[src/rtl/sched_pkg.sv]
package sched_pkg;
  localparam int ROW_W = 8;
  localparam int THR_W = 2;
  localparam int TAG_W = 4;

  typedef struct packed {
    logic [ROW_W-1:0] row;
    logic [THR_W-1:0] thread;
    logic [TAG_W-1:0] tag;
  } entry_t;
endpackage

[src/rtl/sched_oldest_pick.sv]
module sched_oldest_pick #(
  parameter int N = 8,
  localparam int IW = (N > 1) ? $clog2(N) : 1
) (
  input  logic [N-1:0]  req,
  output logic          any,
  output logic [IW-1:0] idx
);
  // lowest index is the oldest slot
  always_comb begin
    any = |req;
    idx = '0;
    for (int i = N - 1; i >= 0; i--) begin
      if (req[i]) idx = IW'(i);
    end
  end
endmodule

[src/rtl/sched_open_rows.sv]
module sched_open_rows
  import sched_pkg::*;
#(
  parameter int NUM_BANKS = 4,
  localparam int BANK_W = (NUM_BANKS > 1) ? $clog2(NUM_BANKS) : 1
) (
  input  logic                       clk,
  input  logic                       rst,
  input  logic                       upd_en,
  input  logic [BANK_W-1:0]          upd_bank,
  input  logic [ROW_W-1:0]           upd_row,
  output logic [NUM_BANKS-1:0]       row_vld,
  output logic [NUM_BANKS*ROW_W-1:0] rows
);
  always_ff @(posedge clk) begin
    if (rst) begin
      row_vld <= '0;
      rows    <= '0;
    end else if (upd_en) begin
      row_vld[upd_bank]               <= 1'b1;
      rows[upd_bank*ROW_W +: ROW_W]   <= upd_row;
    end
  end
endmodule

[src/rtl/sched_bank_queue.sv]
module sched_bank_queue
  import sched_pkg::*;
#(
  parameter int DEPTH = 8,
  localparam int IDX_W = (DEPTH > 1) ? $clog2(DEPTH) : 1,
  localparam int CNT_W = $clog2(DEPTH + 1)
) (
  input  logic             clk,
  input  logic             rst,
  input  logic             push,
  input  entry_t           push_ent,
  input  logic             del_tag_en,
  input  logic [TAG_W-1:0] del_tag,
  input  logic             del_head,
  input  logic             open_vld,
  input  logic [ROW_W-1:0] open_row,
  output logic [CNT_W-1:0] count,
  output logic             full,
  output entry_t           head,
  output entry_t           pick,
  output logic             pick_hit,
  output logic             tag_found,
  output logic [ROW_W-1:0] tag_row
);
  entry_t mem [DEPTH];

  logic [DEPTH-1:0] occ;
  logic [DEPTH-1:0] hit_vec;
  logic [DEPTH-1:0] tag_vec;
  logic [IDX_W-1:0] hit_idx;
  logic [IDX_W-1:0] tag_idx;
  logic [IDX_W-1:0] del_idx;
  logic             del_en;
  logic [CNT_W-1:0] after_del;
  logic [IDX_W-1:0] wr_idx;

  genvar g;
  generate
    for (g = 0; g < DEPTH; g++) begin : g_slot
      assign occ[g]     = CNT_W'(g) < count;
      assign hit_vec[g] = occ[g] && open_vld && (mem[g].row == open_row);
      assign tag_vec[g] = occ[g] && (mem[g].tag == del_tag);
    end
  endgenerate

  sched_oldest_pick #(.N(DEPTH)) hit_pick_i (
    .req (hit_vec),
    .any (pick_hit),
    .idx (hit_idx)
  );

  sched_oldest_pick #(.N(DEPTH)) tag_pick_i (
    .req (tag_vec),
    .any (tag_found),
    .idx (tag_idx)
  );

  assign full    = (count == CNT_W'(DEPTH));
  assign head    = mem[0];
  assign pick    = pick_hit ? mem[hit_idx] : mem[0];
  assign tag_row = mem[tag_idx].row;

  always_comb begin
    if (del_head && count != '0) begin
      del_en  = 1'b1;
      del_idx = '0;
    end else if (del_tag_en && tag_found) begin
      del_en  = 1'b1;
      del_idx = tag_idx;
    end else begin
      del_en  = 1'b0;
      del_idx = '0;
    end
  end

  assign after_del = count - CNT_W'(del_en);
  assign wr_idx    = after_del[IDX_W-1:0];

  always_ff @(posedge clk) begin
    if (rst) count <= '0;
    else     count <= after_del + CNT_W'(push);
  end

  // storage has no reset; occupancy is carried by count
  always_ff @(posedge clk) begin
    for (int i = 0; i < DEPTH - 1; i++) begin
      if (del_en && IDX_W'(i) >= del_idx) mem[i] <= mem[i+1];
    end
    if (push) mem[wr_idx] <= push_ent;
  end
endmodule

[src/rtl/rowhit_bank_sched.sv]
module rowhit_bank_sched
  import sched_pkg::*;
#(
  parameter int NUM_BANKS = 4,
  parameter int DEPTH     = 8,
  localparam int BANK_W   = (NUM_BANKS > 1) ? $clog2(NUM_BANKS) : 1,
  localparam int CNT_W    = $clog2(DEPTH + 1)
) (
  input  logic                       clk,
  input  logic                       rst,
  input  logic                       mode_ext,
  input  logic [NUM_BANKS*ROW_W-1:0] ext_open_row,
  input  logic                       enq_valid,
  input  logic [BANK_W-1:0]          enq_bank,
  input  logic [ROW_W-1:0]           enq_row,
  input  logic [THR_W-1:0]           enq_thread,
  input  logic [TAG_W-1:0]           enq_tag,
  output logic                       enq_ready,
  input  logic                       qry_valid,
  input  logic [BANK_W-1:0]          qry_bank,
  output logic                       sel_valid,
  output logic                       sel_hit,
  output logic [ROW_W-1:0]           sel_row,
  output logic [THR_W-1:0]           sel_thread,
  output logic [TAG_W-1:0]           sel_tag,
  input  logic                       rem_valid,
  input  logic [BANK_W-1:0]          rem_bank,
  input  logic [TAG_W-1:0]           rem_tag,
  input  logic                       pop_valid,
  input  logic [BANK_W-1:0]          pop_bank,
  output logic [ROW_W-1:0]           pop_row,
  output logic [THR_W-1:0]           pop_thread,
  output logic [TAG_W-1:0]           pop_tag,
  output logic                       empty
);
  entry_t                     new_ent;
  entry_t                     head_e  [NUM_BANKS];
  entry_t                     pick_e  [NUM_BANKS];
  logic [ROW_W-1:0]           tag_row [NUM_BANKS];
  logic [ROW_W-1:0]           eff_row [NUM_BANKS];
  logic [NUM_BANKS-1:0]       eff_vld;
  logic [NUM_BANKS-1:0]       full_v;
  logic [NUM_BANKS-1:0]       hit_v;
  logic [NUM_BANKS-1:0]       tag_found_v;
  logic [NUM_BANKS-1:0]       nonempty_v;
  logic [NUM_BANKS*CNT_W-1:0] cnt_flat;
  logic [NUM_BANKS-1:0]       int_vld;
  logic [NUM_BANKS*ROW_W-1:0] int_rows;
  logic                       upd_en;
  entry_t                     sel_e;
  entry_t                     head_sel;

  assign new_ent = '{row: enq_row, thread: enq_thread, tag: enq_tag};

  genvar b;
  generate
    for (b = 0; b < NUM_BANKS; b++) begin : g_bank
      logic [CNT_W-1:0] cnt_b;

      assign eff_vld[b] = mode_ext | int_vld[b];
      assign eff_row[b] = mode_ext ? ext_open_row[b*ROW_W +: ROW_W]
                                   : int_rows[b*ROW_W +: ROW_W];

      sched_bank_queue #(.DEPTH(DEPTH)) queue_i (
        .clk        (clk),
        .rst        (rst),
        .push       (enq_valid && enq_bank == BANK_W'(b) && !full_v[b]),
        .push_ent   (new_ent),
        .del_tag_en (rem_valid && rem_bank == BANK_W'(b)),
        .del_tag    (rem_tag),
        .del_head   (pop_valid && pop_bank == BANK_W'(b)),
        .open_vld   (eff_vld[b]),
        .open_row   (eff_row[b]),
        .count      (cnt_b),
        .full       (full_v[b]),
        .head       (head_e[b]),
        .pick       (pick_e[b]),
        .pick_hit   (hit_v[b]),
        .tag_found  (tag_found_v[b]),
        .tag_row    (tag_row[b])
      );

      assign cnt_flat[b*CNT_W +: CNT_W] = cnt_b;
      assign nonempty_v[b]              = (cnt_b != '0);
    end
  endgenerate

  assign upd_en = !mode_ext && rem_valid && tag_found_v[rem_bank];

  sched_open_rows #(.NUM_BANKS(NUM_BANKS)) rows_i (
    .clk      (clk),
    .rst      (rst),
    .upd_en   (upd_en),
    .upd_bank (rem_bank),
    .upd_row  (tag_row[rem_bank]),
    .row_vld  (int_vld),
    .rows     (int_rows)
  );

  assign enq_ready  = !full_v[enq_bank];

  assign sel_e      = pick_e[qry_bank];
  assign sel_valid  = nonempty_v[qry_bank];
  assign sel_hit    = nonempty_v[qry_bank] && hit_v[qry_bank];
  assign sel_row    = sel_e.row;
  assign sel_thread = sel_e.thread;
  assign sel_tag    = sel_e.tag;

  assign head_sel   = head_e[pop_bank];
  assign pop_row    = head_sel.row;
  assign pop_thread = head_sel.thread;
  assign pop_tag    = head_sel.tag;

  assign empty      = ~|nonempty_v;
endmodule

[config.mk]
export PLATFORM = sky130hd
export DESIGN_NAME = rowhit_bank_sched
export DESIGN_NICKNAME = d
export VERILOG_FILES = /design/src/rtl/sched_pkg.sv /design/src/rtl/sched_oldest_pick.sv /design/src/rtl/sched_open_rows.sv /design/src/rtl/sched_bank_queue.sv /design/src/rtl/rowhit_bank_sched.sv
export SDC_FILE = /design/constraint.sdc
export NUM_CORES = 1
export LEC_CHECK = 0
export BUFFER_PORTS_ARGS = -buffer_cell sky130_fd_sc_hd__buf_2
export CORE_MARGIN = 3
export CORE_UTILIZATION = 55
export DETAILED_ROUTE_END_ITERATION = 16
export PLACE_DENSITY = 0.72
export SYNTH_ARGS = -nofsm -noshare
export SYNTH_HDL_FRONTEND = slang
export SYNTH_SLANG_ARGS = --single-unit
[constraint.sdc]
create_clock -name clk -period 6.1 [get_ports clk]
set_input_delay 0.915 -clock clk [delete_from_list [all_inputs] [get_ports clk]]
set_output_delay 0.915 -clock clk [all_outputs]
set_load 0.03 [all_outputs]
==> results.txt, run 1 <==
----------------------------------------------------
[Setup path]
  Nature of the critical path endpoint ... output port
  WP data arrival ... 5.15 ns
  Cell-by-cell trace of the critical path ... buf_4 > buf_12 > mux2i_4 > buf_4 > xnor2_1 > nor4_1 > and3_1 > a211o_1 > a31oi_4 > buf_12 > mux2_2 > nand2_1 > o21ai_0 > o2111ai_1 > nand4_1 > buf_2
  Top Family by Delay on Critical Path ... buffers and inverters
  Longest individual stage delay on the worst path ... 0.42 ns
  Worst-path fanout max ... 22
  Critical path buffers and inverters ... 5
  Worst path required time ... 5.18 ns
  Critical path launch point type ... input pin
  Cell with the largest stage delay on the worst path ... o2111ai_1
  Worst Path Class, Setup ... in -> out

[STA]
  Final-report setup violation count ... 0
  Max-Slew Margin vs Limit ... 0.158
  Fmax achieved ... 165 MHz
  Worst hold slack ... 0.494 ns
  Period utilisation layout ... 0.994
  Hold Fails Final Rpt ... 0
  Number of pins exceeding their max-slew limit in the final report ... 0
  Skew final ... 0.0181 ns
  Tmin final ... 6.06 ns
  Sum of negative setup slack ... 0 ns
  Transition time at the pin with the least slew margin ... 1.26 ns

[Floorplanning]
  Starting density of the core ... 0.562
  Die Width ... 258 um
  Chip height ... 258 um
  Number of top-level pins ... 97
  Number of placement rows ... 91
  Area of the core ... 62400 sq um
  Total Die Area ... 66800 sq um

[Finish]
  Area grow syn2layout ... 13.8%
  Final net count ... 3450
  Count of fill cells added during filler insertion ... 5133
  Share of the core filled with cells ... 0.639
  Commonest cells after routing, fill and taps aside ... 448 x edfxtp_1, 439 x mux2_2, 346 x xnor2_1
  Most common cell after layout, fill and taps aside ... edfxtp_1
  Share of layout cells above drive strength 1 ... 0.289

[Clock tree]
  Deepest level of the CTS H-tree ... 2
  Clock Sinks ... 500
  Clock latency of the later-clocked register in the worst-skew pair ... 0.64 ns
  Number of buffers inserted for hold repair after clock tree synthesis ... 0
  Buffers from clock root to sink, at most ... 3
  TritonCTS clock tree ... done
  Total clock buffers created by CTS ... 55
  Clock Root Buffer ... clkbuf_16
  Reg clk slew, reported paths ... 0.06 ns

[Yosys]
  Average cell area after synthesis ... 11.2 sq um
  Net count after synthesis ... 3228
  Cells after Synth ... 3139
  Synthesis-stage register bit count ... 500
  Async set or reset register ratio after synthesis ... 0
  Synth unique cells ... 95
  Sequential area share after synthesis ... 0.414
  Area of the mapped netlist ... 35000 sq um
  Commonest register cell after synthesis ... edfxtp_1
  Number of synthesized flops with an enable pin ... 448
  Yosys warns ... 0

[Outcome]
  Run status ... finished clean

[Detailed routing]
  WL/cell ... 32.9 um
  Number of optimization iterations in the first detailed-route pass ... 7
  Number of DRC violations after detailed routing ... 0
  Total via count in the routed design ... 29.2k
  Detailed-route wire length ... 140000 um
  Initial detailed-routing violation count ... 4393
  Average via count per standard cell ... 6.87
  DRT antenna net count ... 0

[Run]
  Max cap viols ... 0

[Worst hold path]
  Worst hold path class ... reg -> reg

[Place]
  Global placer's final weighted congestion ... 1.01
  Number of I/O port buffers ... 95
  Half-perimeter wire length of the detailed placement result ... 105000 um

[GRT]
  Sum of overflow across all layers after global routing ... 0
  Number of antenna violations at the first check in global routing ... 10
  Number of global-route vias before repair ... 28.2k
  Global-route wire length before repair ... 199000 um
  Total routing resource utilization after global routing ... 0.410
  Largest net degree at the start of global routing ... 33

[Pwr]
  Leakage power ... 14.5 nW
  Pwr per Cell Area ... 233 nW/um^2
  Maximum vdd drop ... 0.000285 V

----------------------------------------------------
worst min-delay path: stages (launching register included):
cell and delay [ns]:
dfxtp_1 0.32, nand2_1 0.05, o21ai_0 0.07
per-layer routing:
layer / share of wire / vias up / GRT usage
li1: - / 12300 / -
met1: 0.39 / 14500 / 0.561
met2: 0.43 / 1956 / 0.617
met3: 0.11 / 411 / 0.0868
met4: 0.062 / 10 / 0.210
met5: 0.00041 / - / 0
registers in the layout, summed over array words and instances (netlist names):
register	count
rows_i.rows	32
g_bank.queue_i.count	16
g_bank.queue_i.mem	448
rows_i.row_vld	4
power breakdown:
group / switching, W / internal [W]
clock: 0.00149 / 0.00195
sequential: 0.000233 / 0.00394
combinational: 0.00105 / 0.000641
total: 0.00277 / 0.00653
path summary, 6_finish.rpt:
check | start | to | slack [ns] | cells past startpoint
setup reg to reg | g_bank[2].queue_i.count[3] | rows_i.rows[2] | 1.10 | 12
hold / removal | rows_i.rows[23] | rows_i.rows[23] | 0.49 | 2
hold reg to reg | rows_i.rows[23] | rows_i.rows[23] | 0.49 | 2
setup / recovery | mode_ext | sel_tag[0] | 0.04 | 16
layout make-up:
| type | instances | area [sq um] | share of cell area |
|---|---|---|---|
| Timing Repair Buffer | 361 | 2760 | 0.0693 |
| Sequential cell | 500 | 14500 | 0.363 |
| Inverter | 44 | 165 | 0.00414 |
| Clock inverter | 29 | 274 | 0.00687 |
| Multi-Input combinational cell | 2399 | 19600 | 0.492 |
| Antenna cell | 3 | 7.51 | 0.000188 |
| Tap cell | 837 | 1050 | 0.0263 |
| Clock buffer | 73 | 1520 | 0.0380 |
what timing repair did:
item / CTS / global route
endpoints found under the hold margin: 0 / 0
gates resized for setup: 0 / 7
setup buffers: 0 / 7
endpoints found under the setup margin: 0 / 9
logic make-up after synthesis:
family,count (synthesis),share of synthesized area
flip-flops,500,0.414
AO/OA/AOI/OAI,441,0.0883
adder cells (fa/ha/maj),24,0.00857
buffers and inverters,241,0.0309
AND/OR/NAND/NOR,742,0.104
XOR/XNOR,411,0.103
multiplexers,780,0.252
synthesized netlist by cell type, types with 17 or more instances:
cell	count	share of area
o221ai_1	23	0.0057
a21oi_1	74	0.011
o21ai_0	106	0.015
nor3_1	107	0.015
nand2_1	201	0.022
mux4_2	17	0.011
dfxtp_1	52	0.030
nor2_1	130	0.014
edfxtp_1	448	0.38
a31oi_1	19	0.0034
ha_1	24	0.0086
buf_2	41	0.0059
nor2b_1	24	0.0043
o22a_1	17	0.0042
buf_1	28	0.0030
nor4_1	49	0.0087
mux2_2	439	0.14
inv_1	44	0.0047
mux2i_1	289	0.083
xor2_1	65	0.016
xnor2_1	346	0.086
nand2b_1	20	0.0036
nand3_1	84	0.012
clkbuf_1	109	0.012
nand4_1	33	0.0059
a221oi_1	20	0.0050
mux2i_4	17	0.011
and3_1	35	0.0062
through the flow:
step           instances  total power (W)  worst slack, ns  cell area [sq um]
2_1_floorplan       3139          0.00513            0.767              35000
3_3_place_gp        4133          0.00582            0.202              38000
3_5_place_dp        4133          0.00586            0.169              38000
4_1_cts             4235          0.00924            0.150              39800
5_1_grt             4243          0.00952         -0.00519              39900
6_report            4246          0.00930           0.0373              39900
Power figures use the tool's default switching activity.
==> inputs of run 2 (changes only) <==
--- a/config.mk
+++ b/config.mk
@@ -6,8 +6,10 @@
 export NUM_CORES = 1
 export LEC_CHECK = 0
 export BUFFER_PORTS_ARGS = -buffer_cell sky130_fd_sc_hd__buf_2
+export CAP_MARGIN = 20
 export CORE_MARGIN = 3
 export CORE_UTILIZATION = 55
+export CTS_BUF_LIST = sky130_fd_sc_hd__clkbuf_2 sky130_fd_sc_hd__clkbuf_4 sky130_fd_sc_hd__clkbuf_8
 export DETAILED_ROUTE_END_ITERATION = 16
 export PLACE_DENSITY = 0.72
 export SYNTH_ARGS = -nofsm -noshare
==> run 2 against run 1 <==
The flow now finishes with violations (negative setup slack). Utilization rose by 0.29 points. Combinational power is essentially flat. Sequential share of layout area decreased by 0.17 points. Cell count up 1.5%. Global-route usage about the same. Count of clock-buffer cells in the layout rose by 57. Wire length shrank 0.25%. Critical path depth stayed put. Sequential power barely moved. Die area unchanged. Via count increased by 0.39%. Worst hold slack got worse by 0.0012 ns.
==> results.txt, run 2 (synthesis results as in run 1) <==
----------------------------------------------------
[Place]
  Number of I/O port buffers ... 95 (unchanged)
  Placed Instances ... 4133 (unchanged)
  Global placer's final weighted congestion ... 1.01 (unchanged)
  Half-perimeter wire length of the detailed placement result ... 105000 um (unchanged)

[Finish]
  Most common cell after layout, fill and taps aside ... edfxtp_1 (unchanged)
  Non-filler cells in the finished layout ... 4309 (was 4246)
  Multi-input combinational cell area ... 19600 sq um (about the same)
  Count of fill cells added during filler insertion ... 5131 (was 5133)
  Area grow syn2layout ... 14.3% (was 13.8%)
  Largest registers in the final layout ... g_bank.queue_i.mem: 448 flops, rows_i.rows: 32 flops, g_bank.queue_i.count: 16 flops (unchanged)
  Share of the core filled with cells ... 0.642 (was 0.639)
  Max reg flops ... 448 (unchanged)
  Share of layout cells above drive strength 1 ... 0.302 (was 0.289)
  Final net count ... 3483 (was 3450)
  Register with the highest flop count ... g_bank.queue_i.mem (unchanged)
  Flip-flop and latch area ... 14500 sq um (unchanged)
  Commonest cells after routing, fill and taps aside ... 448 x edfxtp_1, 439 x mux2_2, 346 x xnor2_1 (unchanged)

[STA]
  Number of pins exceeding their max-slew limit in the final report ... 0 (unchanged)
  Transition time at the pin with the least slew margin ... 1.22 ns (was 1.26 ns)
  Max-Slew Margin vs Limit ... 0.184 (was 0.158)
  Tmin final ... 6.19 ns (was 6.06 ns)
  Sum of negative setup slack ... -0.0883 ns (was 0 ns)
  Fmax achieved ... 162 MHz (was 165 MHz)
  Period utilisation layout ... 1.01 (was 0.994)
  Hold Fails Final Rpt ... 0 (unchanged)
  Skew final ... 0.0333 ns (was 0.0181 ns)
  Final-report setup violation count ... 1 (was 0)
  RSZ-0062 raised after global routing ... false
  Final worst-path setup slack ... -0.0883 ns (was 0.0373 ns)

[Pwr]
  Switching share of power ... 0.299 (was 0.298)
  Logic gate share of total power ... 0.179 (was 0.182)
  Internal power ... 0.00663 W (was 0.00653 W)
  Leakage power ... 14.6 nW (was 14.5 nW)
  Flop pwr share ... 0.441 (was 0.448)
  Maximum vdd drop ... 0.000251 V (was 0.000285 V)
  Power after layout ... 0.00945 W (was 0.00930 W)
  Share of power burned in the clock network ... 0.380 (was 0.370)
  Pwr per Cell Area ... 236 nW/um^2 (was 233 nW/um^2)
  Psw ... 0.00282 W (was 0.00277 W)

[GRT]
  Global-route wire length before repair ... 200000 um (was 199000 um)
  Total routing resource utilization after global routing ... 0.411 (was 0.410)
  Sum of overflow across all layers after global routing ... 0 (unchanged)
  Largest net degree at the start of global routing ... 33 (unchanged)
  Number of antenna violations at the first check in global routing ... 8 (was 10)
  Number of global-route vias before repair ... 28.4k (was 28.2k)

[Clock tree]
  TritonCTS clock tree ... done (unchanged)
  Clock Root Buffer ... clkbuf_8 (was clkbuf_16)
  Clock Sinks ... 500 (unchanged)
  Buffers from clock root to sink, at most ... 3 (unchanged)
  Clock latency of the later-clocked register in the worst-skew pair ... 0.72 ns (was 0.64 ns)
  Total clock buffers created by CTS ... 90 (was 55)
  Reg clk slew, reported paths ... 0.05 ns (was 0.06 ns)
  Deepest level of the CTS H-tree ... 3 (was 2)

[Floorplanning]
  Starting density of the core ... 0.562 (unchanged)
  Number of placement rows ... 91 (unchanged)
  Number of top-level pins ... 97 (unchanged)
  Chip height ... 258 um (unchanged)
  Total Die Area ... 66800 sq um (unchanged)
  Area of the core ... 62400 sq um (unchanged)
  Die Width ... 258 um (unchanged)

[Detailed routing]
  Number of DRC violations after detailed routing ... 0 (unchanged)
  DRT antenna net count ... 0 (unchanged)
  Average via count per standard cell ... 6.79 (was 6.87)
  Detailed-route wire length ... 139000 um (was 140000 um)
  Number of optimization iterations in the first detailed-route pass ... 6 (was 7)
  Initial detailed-routing violation count ... 4245 (was 4393)
  WL/cell ... 32.3 um (was 32.9 um)
  Total via count in the routed design ... 29.3k (was 29.2k)

[Worst hold path]
  Worst hold path class ... reg -> reg (unchanged)
  Number of cells on the worst hold path ... 2 (unchanged)

[Setup path]
  Worst-path fanout max ... 22 (unchanged)
  Worst Path Class, Setup ... in -> out (unchanged)
  Nature of the critical path endpoint ... output port (unchanged)
  WP data arrival ... 5.27 ns (was 5.15 ns)
  Logic depth of the worst register-to-register path ... 9 (was 12)
  Worst path required time ... 5.18 ns (about the same)
  Critical path launch point type ... input pin (unchanged)

[Outcome]
  Failing checks ... negative setup slack
  Run status ... complete, but fails checks (was finished clean)

[Run]
  Max cap viols ... 0 (unchanged)

----------------------------------------------------
[run 2: path summary, 6_finish.rpt]
kind	startpoint	end	slack [ns]
setup / recovery	mode_ext	sel_tag[0]	-0.09
hold / removal	rows_i.rows[23]	rows_i.rows[23]	0.49
setup reg to reg	g_bank[2].queue_i.count[3]	rows_i.rows[18]	1.18
hold reg to reg	rows_i.rows[23]	rows_i.rows[23]	0.49
[run 2: power by group through the flow]
stage          Combinational (W)  Sequential, W  Clock, W
2_1_floorplan            0.00101        0.00412         0
3_3_place_gp             0.00160        0.00422         0
3_5_place_dp             0.00163        0.00423         0
4_1_cts                  0.00163        0.00416   0.00361
5_1_grt                  0.00176        0.00418   0.00376
6_report                 0.00169        0.00417   0.00359
[run 2: what timing repair did]
item	in CTS	in global routing
setup endpoints to repair	0	9
hold buffers	0	0
resized for setup	0	4
setup buffers	0	5
[run 2: final cells by class]
| type | count | share of cell area |
|---|---|---|
| antenna | 8 | 0.000500 |
| clock buffer | 130 | 0.0404 |
| clock inverter | 32 | 0.00915 |
| inverter | 44 | 0.00412 |
| multi-input combinational | 2399 | 0.489 |
| sequential | 500 | 0.362 |
| tap | 837 | 0.0261 |
| timing repair buffer | 359 | 0.0689 |
[run 2: critical path, stage by stage]
cell       delay, ns
buf_4           0.28
buf_12          0.28
mux2i_4         0.36
buf_12          0.15
xnor2_1         0.23
nor4_1          0.15
and3_1          0.22
a211o_1         0.32
a31oi_4         0.34
buf_12          0.22
mux2_2          0.35
nand2_1         0.06
o21ai_0         0.17
o2111ai_1       0.44
nand4_1         0.38
buf_2           0.30
[run 2: through the flow]
step | hold WS (ns) | cell area, sq um | worst slack (ns)
after floorplan | 0.445 | 35000 | 0.767
after global placement | 0.464 | 38000 | 0.202
after detailed placement | 0.478 | 38000 | 0.169
after CTS | 0.490 | 40000 | 0.157
after global routing | 0.515 | 40100 | 0.0172
final | 0.493 | 40100 | -0.0883
[run 2: layer usage]
metal / vias to the layer above / share of wire / track usage
met4: 8 / 0.063 / 0.222
li1: 12400 / - / -
met3: 428 / 0.12 / 0.0952
met5: - / 0.00045 / 0
met2: 1992 / 0.43 / 0.613
met1: 14500 / 0.39 / 0.555
